## config.mk

```make
export PLATFORM = sky130hd
export DESIGN_NAME = trap_entry_unit
export DESIGN_NICKNAME = d
export VERILOG_FILES = /design/src/rtl/trap_pkg.sv /design/src/rtl/trap_ctrl.sv /design/src/rtl/trap_bank.sv /design/src/rtl/trap_dpath.sv /design/src/rtl/trap_entry_unit.sv
export SDC_FILE = /design/constraint.sdc
export NUM_CORES = 1
export LEC_CHECK = 0
export BUFFER_PORTS_ARGS = -buffer_cell sky130_fd_sc_hd__buf_4
export CORE_AREA = 2 2 204 206
export CTS_BUF_LIST = sky130_fd_sc_hd__clkbuf_4 sky130_fd_sc_hd__clkbuf_8
export DETAILED_ROUTE_END_ITERATION = 8
export DIE_AREA = 0 0 206 208
export HOLD_SLACK_MARGIN = 0.03
export MAX_ROUTING_LAYER = met4
export PLACE_DENSITY = 0.63
export SYNTH_ARGS = -nofsm -noshare
export SYNTH_HDL_FRONTEND = slang
export SYNTH_SLANG_ARGS = --single-unit
```

## constraint.sdc

```tcl
create_clock -name clk -period 1.68 [get_ports clk]
set_clock_uncertainty 0.15 [all_clocks]
set_input_delay 0.336 -clock clk [delete_from_list [all_inputs] [get_ports clk]]
set_output_delay 0.336 -clock clk [all_outputs]
set_load 0.03 [all_outputs]
```

## src/rtl/trap_pkg.sv

```systemverilog
package trap_pkg;
  localparam logic [1:0] PRIV_U = 2'd0;
  localparam logic [1:0] PRIV_S = 2'd1;
  localparam logic [1:0] PRIV_M = 2'd3;

  localparam int SIE_POS  = 1;
  localparam int MIE_POS  = 3;
  localparam int SPIE_POS = 5;
  localparam int MPIE_POS = 7;
  localparam int SPP_POS  = 8;
  localparam int MPP_LO   = 11;

  typedef struct packed {
    logic takeS;
    logic takeM;
    logic loadBad;
  } trap_strobe_t;
endpackage

```

## src/rtl/trap_ctrl.sv

```systemverilog
module trap_ctrl
  import trap_pkg::*;
#(
  parameter int XLEN = 32
) (
  input  logic            trapReq,
  input  logic [XLEN-1:0] trapCause,
  input  logic [XLEN-1:0] excDeleg,
  input  logic [XLEN-1:0] intDeleg,
  input  logic [1:0]      privIn,
  input  logic            badAddrValid,
  output trap_strobe_t    strobe
);
  localparam int IDXW = $clog2(XLEN);

  logic [XLEN-2:0] causeIdx;
  logic [XLEN-1:0] activeMask;
  logic            idxInRange;
  logic            maskBit;
  logic            privLowEnough;
  logic            toSup;

  always_comb begin
    causeIdx      = trapCause[XLEN-2:0];
    activeMask    = trapCause[XLEN-1] ? intDeleg : excDeleg;
    idxInRange    = ~|causeIdx[XLEN-2:IDXW];
    maskBit       = activeMask[causeIdx[IDXW-1:0]];
    privLowEnough = (privIn <= PRIV_S);
    toSup         = privLowEnough && idxInRange && maskBit;
  end

  always_comb begin
    strobe.takeS   = trapReq && toSup;
    strobe.takeM   = trapReq && !toSup;
    strobe.loadBad = trapReq && badAddrValid;
  end
endmodule

```

## src/rtl/trap_bank.sv

```systemverilog
module trap_bank #(
  parameter int XLEN = 32
) (
  input  logic            clk,
  input  logic            rstN,
  input  logic            take,
  input  logic            loadBad,
  input  logic [XLEN-1:0] causeIn,
  input  logic [XLEN-1:0] epcIn,
  input  logic [XLEN-1:0] badIn,
  output logic [XLEN-1:0] causeQ,
  output logic [XLEN-1:0] epcQ,
  output logic [XLEN-1:0] badQ
);
  always_ff @(posedge clk or negedge rstN) begin
    if (!rstN) begin
      causeQ <= '0;
      epcQ   <= '0;
      badQ   <= '0;
    end else if (take) begin
      causeQ <= causeIn;
      epcQ   <= epcIn;
      if (loadBad) badQ <= badIn;
    end
  end
endmodule

```

## src/rtl/trap_dpath.sv

```systemverilog
module trap_dpath
  import trap_pkg::*;
#(
  parameter int XLEN = 32
) (
  input  logic            clk,
  input  logic            rstN,
  input  trap_strobe_t    strobe,
  input  logic [XLEN-1:0] trapCause,
  input  logic [XLEN-1:0] trapEpc,
  input  logic [XLEN-1:0] badAddr,
  input  logic [XLEN-1:0] sVector,
  input  logic [XLEN-1:0] mVector,
  input  logic [XLEN-1:0] statusIn,
  input  logic [1:0]      privIn,
  output logic [XLEN-1:0] nextPc,
  output logic [XLEN-1:0] sCause,
  output logic [XLEN-1:0] sEpc,
  output logic [XLEN-1:0] sBadAddr,
  output logic [XLEN-1:0] mCause,
  output logic [XLEN-1:0] mEpc,
  output logic [XLEN-1:0] mBadAddr,
  output logic [XLEN-1:0] statusOut,
  output logic [1:0]      privOut,
  output logic            resvClear,
  output logic            tlbFlush
);
  localparam int NBANK = 2;

  logic [XLEN-1:0] bankCause [NBANK];
  logic [XLEN-1:0] bankEpc   [NBANK];
  logic [XLEN-1:0] bankBad   [NBANK];

  for (genvar g = 0; g < NBANK; g++) begin : g_bank
    logic bankTake;
    assign bankTake = (g == 0) ? strobe.takeS : strobe.takeM;
    trap_bank #(.XLEN(XLEN)) u_bank (
      .clk    (clk),
      .rstN   (rstN),
      .take   (bankTake),
      .loadBad(strobe.loadBad),
      .causeIn(trapCause),
      .epcIn  (trapEpc),
      .badIn  (badAddr),
      .causeQ (bankCause[g]),
      .epcQ   (bankEpc[g]),
      .badQ   (bankBad[g])
    );
  end

  assign sCause   = bankCause[0];
  assign sEpc     = bankEpc[0];
  assign sBadAddr = bankBad[0];
  assign mCause   = bankCause[1];
  assign mEpc     = bankEpc[1];
  assign mBadAddr = bankBad[1];

  logic            prevEnable;
  logic [XLEN-1:0] supStatus;
  logic [XLEN-1:0] machStatus;

  always_comb begin
    prevEnable = statusIn[privIn];
    supStatus  = statusIn;
    supStatus[SPIE_POS] = prevEnable;
    supStatus[SPP_POS]  = privIn[0];
    supStatus[SIE_POS]  = 1'b0;
    machStatus = statusIn;
    machStatus[MPIE_POS]         = prevEnable;
    machStatus[MPP_LO+1:MPP_LO]  = privIn;
    machStatus[MIE_POS]          = 1'b0;
  end

  logic trapTaken;
  assign trapTaken = strobe.takeS | strobe.takeM;

  always_ff @(posedge clk or negedge rstN) begin
    if (!rstN) begin
      nextPc    <= '0;
      statusOut <= '0;
      privOut   <= PRIV_M;
      resvClear <= 1'b0;
      tlbFlush  <= 1'b0;
    end else begin
      resvClear <= trapTaken;
      tlbFlush  <= trapTaken;
      if (strobe.takeS) begin
        nextPc    <= sVector;
        statusOut <= supStatus;
        privOut   <= PRIV_S;
      end else if (strobe.takeM) begin
        nextPc    <= mVector;
        statusOut <= machStatus;
        privOut   <= PRIV_M;
      end
    end
  end
endmodule

```

## src/rtl/trap_entry_unit.sv

```systemverilog
module trap_entry_unit
  import trap_pkg::*;
#(
  parameter int XLEN = 32
) (
  input  logic            clk,
  input  logic            rstN,
  input  logic            trapReq,
  input  logic [XLEN-1:0] trapCause,
  input  logic [XLEN-1:0] trapEpc,
  input  logic [XLEN-1:0] badAddr,
  input  logic            badAddrValid,
  input  logic [XLEN-1:0] excDeleg,
  input  logic [XLEN-1:0] intDeleg,
  input  logic [XLEN-1:0] sVector,
  input  logic [XLEN-1:0] mVector,
  input  logic [XLEN-1:0] statusIn,
  input  logic [1:0]      privIn,
  output logic [XLEN-1:0] nextPc,
  output logic [XLEN-1:0] sCause,
  output logic [XLEN-1:0] sEpc,
  output logic [XLEN-1:0] sBadAddr,
  output logic [XLEN-1:0] mCause,
  output logic [XLEN-1:0] mEpc,
  output logic [XLEN-1:0] mBadAddr,
  output logic [XLEN-1:0] statusOut,
  output logic [1:0]      privOut,
  output logic            resvClear,
  output logic            tlbFlush
);
  trap_strobe_t strobe;

  trap_ctrl #(.XLEN(XLEN)) u_ctrl (
    .trapReq     (trapReq),
    .trapCause   (trapCause),
    .excDeleg    (excDeleg),
    .intDeleg    (intDeleg),
    .privIn      (privIn),
    .badAddrValid(badAddrValid),
    .strobe      (strobe)
  );

  trap_dpath #(.XLEN(XLEN)) u_dpath (
    .clk      (clk),
    .rstN     (rstN),
    .strobe   (strobe),
    .trapCause(trapCause),
    .trapEpc  (trapEpc),
    .badAddr  (badAddr),
    .sVector  (sVector),
    .mVector  (mVector),
    .statusIn (statusIn),
    .privIn   (privIn),
    .nextPc   (nextPc),
    .sCause   (sCause),
    .sEpc     (sEpc),
    .sBadAddr (sBadAddr),
    .mCause   (mCause),
    .mEpc     (mEpc),
    .mBadAddr (mBadAddr),
    .statusOut(statusOut),
    .privOut  (privOut),
    .resvClear(resvClear),
    .tlbFlush (tlbFlush)
  );
endmodule

```

==> flow_summary.toml, run 1 <==
[logic_synthesis]
yosysWarnings = 0
syn-num-nets = 1034
synth_area_mm2 = 0.0107
async_flop_share_pct = 100
synth_ff_type = "dfrtp_1"
synth_area_leaders = "dfrtp_1 60%, mux2_2 16%, mux2_4 2.8%"
syn_area_per_cell_um2 = 13.9
ys_seq_area_share_pct = 60.4
yosys.area.top_type = "dfrtp_1"
synth-edff-count = 0
netlist_instances = 772
synth-seq-cells = 258
synth_cell_types = 44
synth_top_area_share_pct = 60.1

[worst_hold_path]
hold_start = "trapReq"
hold_end = "u_dpath.nextPc[28]$_DFFE_PN0P_"
min_path_cells = 3
hp-class = "in2reg"

[route]
wl_met2_um = 24200
wl_um = 46500
wl_per_cell_um = 20.6
first_pass_iters = 5
drcViolationCount = 0
routed.top_layer = "met4"
wl_met1_um = 17700
drt_iter0_drc = 471
via_per_inst = 4.63
wl_met3_um = 2860
num_vias = 10457
ant_nets = 0

[floorplan]
coreArea_mm2 = 0.0406
rows = 74
ioPinCount = 522
initial_core_util_pct = 26.4
die_w_um = 206
die_h_um = 208
dieArea_mm2 = 0.0428

[place]
hpwl_um = 28200
place_ws_ns = -1.41
port_buffers = 520
place_congestion = 0.852
dp.cells = 1847

[timing]
setup_viol = 235
worstMarginPinSlew_ns = 0.580
rsz0062_at_grt = "yes"
hold_viol_final = 0
relSlewSlack_pct = 61.3
setup_ws_ns = -0.636
final_max_slew_viol_count = 0
finalCritPeriodShare_pct = 138
max_freq_ghz = 0.432
fin_crit_ns = 2.32

[grt]
gr-total-overflow = 0
grt_use_total_pct = 20.4
antenna_found_initial = 3
grt_pass1_vias = 11277
grt_first_pass_wirelength_um = 65200
grt_start_max_net_pins = 63

[worst_setup_path]
crit_required_ns = 1.99
crit_arrival_ns = 2.63
rrSetupSlack_ns = 0.51
worstPathMaxFanout = 7
critPathKind = "in2reg"
r2r-start = "u_dpath.statusOut[4]$_DFFE_PN0P_"
start_kind = "input pin"
critPathCaptureType = "register"
reg2reg_depth = 3
r2r_end = "u_dpath.statusOut[4]$_DFFE_PN0P_"

[run_status]
status = "complete, but fails checks"
violations = "negative setup slack"

[power_and_ir_drop]
power_leakage_uw = 0.0107
cellPowerDensity_mw_per_mm2 = 808
ir_drop_v = 0.000517

[clock_tree]
clk-insertion-delay-late_ns = 0.59
cts_sinks = 258
cts_tree = "built"
cts_buffer_depth = 3
cts-root-buf = "clkbuf_8"
htreeDepth = 2
cts_buffers = 47
clk_pin_slew_ns = 0.06

[layout]
nNetsFinal = 1951
stdcell_count = 2257
syn2layout_area_growth_pct = 105
drive_gt1_share_pct = 63.6
fill_cells = 3191

[job]
maxCapViolCount = 0
-- cell families after synthesis --
logic type / count (synthesis) / share of synthesized area, %
simple gates: 137 / 6.62
other cells: 1 / 0.0350
compound gates: 98 / 5.96
mux: 215 / 24.0
buf+inv: 63 / 2.99
flops: 258 / 60.4
-- sequential cells by signal, indices dropped and copies added (netlist names) --
register and count:
u_dpath.g_bank.u_bank.badQ 64, u_dpath.g_bank.u_bank.causeQ 64, u_dpath.g_bank.u_bank.epcQ 64, u_dpath.nextPc 32, u_dpath.privOut 1, u_dpath.resvClear 1, u_dpath.statusOut 32
-- worst max-delay path, cell delays in order --
cell and delay [ns]:
buf_12 0.09, mux4_2 0.49, mux2_4 0.28, and3_4 0.16, buf_6 0.11, o311a_4 0.32, o21ai_4 0.15, buf_8 0.17
clkbuf_16 0.18, mux2_2 0.33
-- cell usage in the layout (no fill, tap or decap), drive strengths merged, types with 12 or more instances in the layout --
cell type    netlist  routed
a31oi             37      37
buf               31     723
mux2             195     195
dlygate4sd3        0     196
and2              27      27
dfrtp            257     257
clkbuf            28      83
nor2              38      38
o21ai             40      40
mux2i             12      12
nand3             40      40
-- per-layer routing --
layer  GRT usage, %  vias to the layer above
li1               -                     4631
met3           4.07                      118
met4           7.51                        0
met5              -                        -
met1           22.8                     5196
met2           35.7                      512
-- metrics by stage --
step,util [%],area (um2),hold WS [ns],setup TNS (ns),total power [uW]
finish,54.2,22000,0.136,-115.72,17800
global route,54.2,22000,0.126,-119.61,18400
CTS,51.6,20900,0.0688,-113.67,17600
detailed placement,39.5,16000,0.0690,-289.82,10200
global placement,39.5,16000,0.0664,-284.56,10200
floorplan,-,11000,-0.110,-215.60,8500
-- synthesized netlist by cell type (all sizes together), types with 7 or more instances --
cell type	n
nand2b	7
nor2	38
mux2i	12
buf	31
and2	27
dfrtp	257
clkbuf	28
nand3	40
o21ai	40
a31oi	37
mux2	195
mux4	8
nor4	8
-- timing repair --
action / in CTS / in global routing
pin swaps: 46 / 66
endpoints found under the setup margin: 406 / 382
cloned: 13 / 9
hold buffers: 197 / 0
gates resized for setup: 267 / 158
endpoints found under the hold margin: 489 / 0
setup buffers: 66 / 49
-- report_power, final --
part	internal, uW	switching (uW)
Sequential	6640	317
Combinational	2300	1980
Clock	3800	2730
Total	12700	5030
-- cell type report --
cell class / count / area (um2) / area share, %
Multi-Input combinational cell: 451 / 4710 / 21.4
Timing Repair Buffer: 927 / 9080 / 41.3
Tap cell: 532 / 666 / 3.03
Inverter: 4 / 15.0 / 0.0683
Clock inverter: 6 / 61.3 / 0.279
Antenna cell: 3 / 7.51 / 0.0342
Sequential cell: 258 / 6460 / 29.4
Clock buffer: 76 / 971 / 4.42
-- worst max path at each step --
stage | start | endpoint | slack (ns) | depth (start not counted)
after floorplan | trapCause[31] | u_dpath.g_bank[0].u_bank.causeQ[0]$_DFFE_PN0P_ | -1.04 | 8
after global placement | privIn[1] | u_dpath.g_bank[0].u_bank.badQ[22]$_DFFE_PN0P_ | -1.40 | 10
after detailed placement | privIn[1] | u_dpath.g_bank[0].u_bank.badQ[30]$_DFFE_PN0P_ | -1.41 | 9
after CTS | trapCause[31] | u_dpath.g_bank[1].u_bank.causeQ[25]$_DFFE_PN0P_ | -0.56 | 11
after global routing | trapCause[31] | u_dpath.g_bank[0].u_bank.epcQ[19]$_DFFE_PN0P_ | -0.63 | 10
final | trapCause[31] | u_dpath.g_bank[0].u_bank.epcQ[17]$_DFFE_PN0P_ | -0.64 | 10
Power figures use the tool's default switching activity.
==> run 2, diff against run 1 <==
- CORE_AREA: 2 2 204 206 -> 2 2 200 202
- CTS_BUF_LIST: sky130_fd_sc_hd__clkbuf_4 sky130_fd_sc_hd__clkbuf_8 -> not set
- DIE_AREA: 0 0 206 208 -> 0 0 202 204
- PLACE_DENSITY: 0.63 -> 0.64
- REMOVE_ABC_BUFFERS: not set -> 1
==> run 2 against run 1 <==
The run still ends with negative setup slack left; maximum frequency rose by 0.46%; non-clock buffer count fell by 103; design area fell by 9.2%; clock power fell by 0.9%; first-iteration DRC count fell by 8.3%; worst hold slack got worse by 0.034 ns; critical path depth did not move; setup slack improved by 0.011 ns; utilization fell by 3.3 points; combinational power fell by 14%; largest power group unchanged; highest routed layer unchanged.
==> flow_summary.toml, run 2 (same netlist as run 1, synthesis figures left out) <==
[run_status]
status = "complete, but fails checks"
violations = "negative setup slack"

[grt]
gr-total-overflow = 0
grt_first_pass_wirelength_um = 61400
antenna_found_initial = 1
grt_use_total_pct = 19.8
grt_pass1_vias = 10702
grt_start_max_net_pins = 50

[worst_setup_path]
r2r_end = "u_dpath.nextPc[16]$_DFFE_PN0P_"
rrSetupSlack_ns = 0.71
critPathKind = "in2reg"
start_kind = "input pin"
cp_cell_sequence = "buf_12 -> mux4_2 -> a22oi_2 -> o31ai_4 -> buf_4 -> o311ai_4 -> buf_12 -> nand3_4 -> buf_12 -> mux2_1"
max_stage_delay_ns = 0.50
critPathCaptureType = "register"
reg2reg_depth = 2
path_common_cell = "buf_12"
crit_slowest_cell = "mux4_2"
crit_arrival_ns = 2.59
r2r-start = "u_dpath.nextPc[16]$_DFFE_PN0P_"
crit_required_ns = 1.97
path_delay_family = "multiplexers"
worstPathMaxFanout = 28
cp_num_buf_inv = 4

[timing]
finalCritPeriodShare_pct = 137
hold_viol_final = 0
rsz0062_at_grt = "yes"
final_max_slew_viol_count = 0
setup_viol = 233
setup_ws_ns = -0.626
finalSetupTns_ns = -127.95
max_freq_ghz = 0.434
fin_crit_ns = 2.31

[layout]
design_area_mm2 = 0.0199
syn2layout_area_growth_pct = 86.4
final-seq-area_mm2 = 0.00646
largestRegisters = "u_dpath.g_bank.u_bank.badQ: 64 flops, u_dpath.g_bank.u_bank.causeQ: 64 flops, u_dpath.g_bank.u_bank.epcQ: 64 flops"
drive_gt1_share_pct = 57.0
final_common_cell = "buf_4"
fill_cells = 3269
nNetsFinal = 1830
multi_input_area_mm2 = 0.00439
final_cell_mix = "574 x buf_4, 257 x dfrtp_1, 194 x dlygate4sd3_1"

[floorplan]
rows = 73
initial_core_util_pct = 27.3
dieArea_mm2 = 0.0412
die_w_um = 202
die_h_um = 204
ioPinCount = 522
coreArea_mm2 = 0.0392

[clock_tree]
htreeDepth = 1
clk-insertion-delay-late_ns = 0.54
clk_pin_slew_ns = 0.06
cts_buffers = 29
cts_buffer_depth = 3
cts-root-buf = "clkbuf_16"
cts_sinks = 258
cts_tree = "built"

[place]
place_congestion = 0.868
dpl_cell_area_mm2 = 0.0157
hpwl_um = 26400
port_buffers = 520
place_ws_ns = -1.34

[worst_hold_path]
hold_start = "trapCause[4]"
min_path_cells = 3
hp-class = "in2reg"
hold_end = "u_dpath.g_bank[0].u_bank.causeQ[4]$_DFFE_PN0P_"

[route]
ant_nets = 0
drcViolationCount = 0
drt_iter0_drc = 432
num_vias = 9841
wl_per_cell_um = 19.6
via_per_inst = 4.65
wl_um = 41500
first_pass_iters = 5

[power_and_ir_drop]
ir_drop_v = 0.000607
power_leakage_uw = 0.00978
cellPowerDensity_mw_per_mm2 = 853

[job]
maxCapViolCount = 0
run 2: cell types whose count changed in the layout (fill, tap and decap cells not counted), sizes merged, moves of 2 or more:
cell / delta
dlygate4sd3: -2
clkbuf: -37
buf: -96
bufinv: +2
run 2: power breakdown:
part	total [uW]	switching (uW)	internal (uW)
clock	6460	2520	3940
sequential	6890	253	6630
combinational	3660	1850	1810
total	17000	4630	12400
run 2: metrics by stage:
step                      hold WS (ns)  utilization (%)  power (uW)  instances
after detailed placement         0.149             40.0       10100       1829
after global routing            0.0939             50.9       17700       2115
after CTS                       0.0584             50.1       17100       2107
after global placement           0.153             40.0       10100       1829
final                            0.102             50.9       17000       2116
after floorplan                 -0.110                -        8400        713
run 2: how the worst max path moves through the flow:
stage / startpoint / to / slack (ns) / cells after the start
after floorplan: trapCause[31] / u_dpath.g_bank[1].u_bank.causeQ[0]$_DFFE_PN0P_ / -4.37 / 6
after global placement: trapCause[31] / u_dpath.g_bank[1].u_bank.badQ[7]$_DFFE_PN0P_ / -1.30 / 9
after detailed placement: trapCause[31] / u_dpath.g_bank[0].u_bank.epcQ[8]$_DFFE_PN0P_ / -1.34 / 8
after CTS: trapCause[0] / u_dpath.g_bank[1].u_bank.epcQ[14]$_DFFE_PN0P_ / -0.63 / 10
after global routing: trapCause[0] / u_dpath.g_bank[1].u_bank.epcQ[27]$_DFFE_PN0P_ / -0.69 / 10
final: trapCause[0] / u_dpath.g_bank[1].u_bank.epcQ[27]$_DFFE_PN0P_ / -0.63 / 10
run 2: routing by layer:
metal	track usage, %	vias up	wire, um
li1	-	4386	-
met1	22.8	4882	16100
met2	34.6	466	21400
met3	4.08	107	2610
met4	6.17	0	1390
met5	-	-	0
run 2: area by class of cell:
type | instances | share of cell area (%)
Timing Repair Buffer | 824 | 37.3
Sequential cell | 258 | 32.4
Multi-Input combinational cell | 451 | 22.0
Clock buffer | 43 | 4.25
Tap cell | 525 | 3.29
Clock inverter | 9 | 0.653
Inverter | 4 | 0.0753
Antenna cell | 2 | 0.0251
run 2: worst register-to-register path, cell delays in order, from the launching register on:
cell	delay (ns)
dfrtp_1	0.43
nor2_1	0.19
a31oi_2	0.07
run 2: timing repair:
item | 4_1_cts | 5_1_grt
pin swaps | 26 | 21
setup endpoints to repair | 235 | 237
hold buffers | 194 | 0
endpoints found under the hold margin | 479 | 0
resized for setup | 112 | 37
cloned | 14 | 3
buffers inserted | 18 | 5
==> run 3, diff against run 2 <==
==> constraint.sdc (replaced) <==
create_clock -name clk -period 1.68 [get_ports clk]
set_clock_uncertainty 0.15 [all_clocks]
set_input_delay 0 -clock clk [delete_from_list [all_inputs] [get_ports clk]]
set_output_delay 0 -clock clk [all_outputs]
set_load 0.03 [all_outputs]
==> run 3 against run 2 <==
Global-route usage is 0.27 points lower; critical path depth stayed put; the flow still finishes with violations (negative setup slack); largest power group unchanged; setup slack better by 0.29 ns; critical path type unchanged; register-to-register slack worse by 0.53 ns; maximum frequency is 14% higher; combinational power hardly changed; via count is 0.11% higher; first-iteration DRC count is 5.8% higher; utilization is 0.94 points lower.
==> flow_summary.toml, run 3 (same netlist as run 1, synthesis figures left out) <==
[grt]
grt_start_max_net_pins = 79
gr-total-overflow = 0
antenna_found_initial = 1
grt_use_total_pct = 19.5
grt_pass1_vias = 10746
grt_first_pass_wirelength_um = 61000

[floorplan]
rows = 73
die_h_um = 204
dieArea_mm2 = 0.0412
ioPinCount = 522
coreArea_mm2 = 0.0392
die_w_um = 202
initial_core_util_pct = 27.3

[worst_hold_path]
min_path_cells = 3
hp-class = "in2reg"

[route]
via_per_inst = 4.65
wl_um = 41100
num_vias = 9852
wl_met1_um = 15900
wl_met2_um = 20600
drt_iter0_drc = 457
wl_met3_um = 2850
drcViolationCount = 0
wl_per_cell_um = 19.4
routed.top_layer = "met4"
first_pass_iters = 5
ant_nets = 0

[place]
dpl_cell_area_mm2 = 0.0156
place_ws_ns = -1.01
place_congestion = 0.870
port_buffers = 520
hpwl_um = 26300
dp.cells = 1823

[timing]
finalSetupTns_ns = -57.89
hold_viol_final = 0
rsz0062_at_grt = "yes"
max_freq_ghz = 0.495
setup_viol = 238
setup_ws_ns = -0.339
finalCritPeriodShare_pct = 120
final_max_slew_viol_count = 0
fin_crit_ns = 2.02

[worst_setup_path]
crit_arrival_ns = 2.29
start_kind = "input pin"
rrSetupSlack_ns = 0.18
worstPathMaxFanout = 28
critPathCaptureType = "register"
critPathKind = "in2reg"
crit_required_ns = 1.95
reg2reg_depth = 2

[job]
maxCapViolCount = 0

[clock_tree]
clk_pin_slew_ns = 0.06
cts_tree = "built"
cts_sinks = 258
cts_buffer_depth = 3
cts_buffers = 28
clk-insertion-delay-late_ns = 0.55
htreeDepth = 1
cts-root-buf = "clkbuf_16"

[layout]
drive_gt1_share_pct = 53.6
final_cell_mix = "573 x buf_4, 257 x dfrtp_1, 217 x dlygate4sd3_1"
syn2layout_area_growth_pct = 82.9
stdcell_count = 2120
design_area_mm2 = 0.0196
largestRegisters = "u_dpath.g_bank.u_bank.badQ: 64 flops, u_dpath.g_bank.u_bank.causeQ: 64 flops, u_dpath.g_bank.u_bank.epcQ: 64 flops"
final_common_cell = "buf_4"
nNetsFinal = 1835

[power_and_ir_drop]
power_leakage_uw = 0.00957
ir_drop_v = 0.000662
cellPowerDensity_mw_per_mm2 = 832

[run_status]
status = "complete, but fails checks"
violations = "negative setup slack"
run 3: final cells by class:
class	count	area, um2
clock inverter	2	12.5
clock buffer	49	821
fill	3322	19600
tap	525	657
inverter	4	15.0
multi-input combinational	451	4250
sequential	258	6460
antenna	1	2.50
timing repair buffer	830	7350
run 3: worst paths after layout:
check / endpoint / from
max in group asynchronous: u_dpath.g_bank[1].u_bank.causeQ[22]$_DFFE_PN0P_ / rstN
hold reg to reg: u_dpath.g_bank[0].u_bank.causeQ[12]$_DFFE_PN0P_ / u_dpath.g_bank[0].u_bank.causeQ[12]$_DFFE_PN0P_
min in group asynchronous: u_dpath.g_bank[1].u_bank.badQ[0]$_DFFE_PN0P_ / rstN
setup reg to reg: u_dpath.statusOut[29]$_DFFE_PN0P_ / u_dpath.statusOut[29]$_DFFE_PN0P_
setup / recovery: u_dpath.g_bank[1].u_bank.epcQ[12]$_DFFE_PN0P_ / trapCause[0]
hold / removal: u_dpath.g_bank[0].u_bank.badQ[10]$_DFFE_PN0P_ / badAddr[10]
run 3: stage by stage:
| step | util (%) | hold WS (ns) | power (uW) |
|---|---|---|---|
| 2_1_floorplan | - | -0.446 | 8400 |
| 3_3_place_gp | 39.8 | -0.238 | 10100 |
| 3_5_place_dp | 39.8 | -0.243 | 10100 |
| 4_1_cts | 49.4 | 0.0402 | 16400 |
| 5_1_grt | 49.9 | 0.0598 | 16900 |
| 6_report | 49.9 | 0.0724 | 16300 |
run 3: critical path, cell delays in order:
cell      delay [ns]
buf_12          0.09
mux4_2          0.49
a22oi_2         0.27
o31ai_4         0.13
buf_4           0.16
o311ai_4        0.25
buf_12          0.17
nand3_4         0.14
buf_12          0.23
mux2_1          0.33
run 3: power breakdown:
part	leakage (uW)	switching, uW	internal, uW
Sequential	0.00322	258	6630
Combinational	0.00596	1840	1840
Clock	0.000397	2430	3270
run 3: layer usage:
layer  vias to the layer above  track usage, %
met4                         0            7.80
met2                       505            33.0
met3                       122            4.38
met5                         -               -
li1                       4374               -
met1                      4851            22.5
run 3: what timing repair did:
item	4_1_cts	5_1_grt
setup buffers	10	4
endpoints found under the hold margin	489	0
pin swaps	9	11
endpoints found under the setup margin	232	247
hold buffers	218	0
resized for setup	73	35
gates cloned	12	3
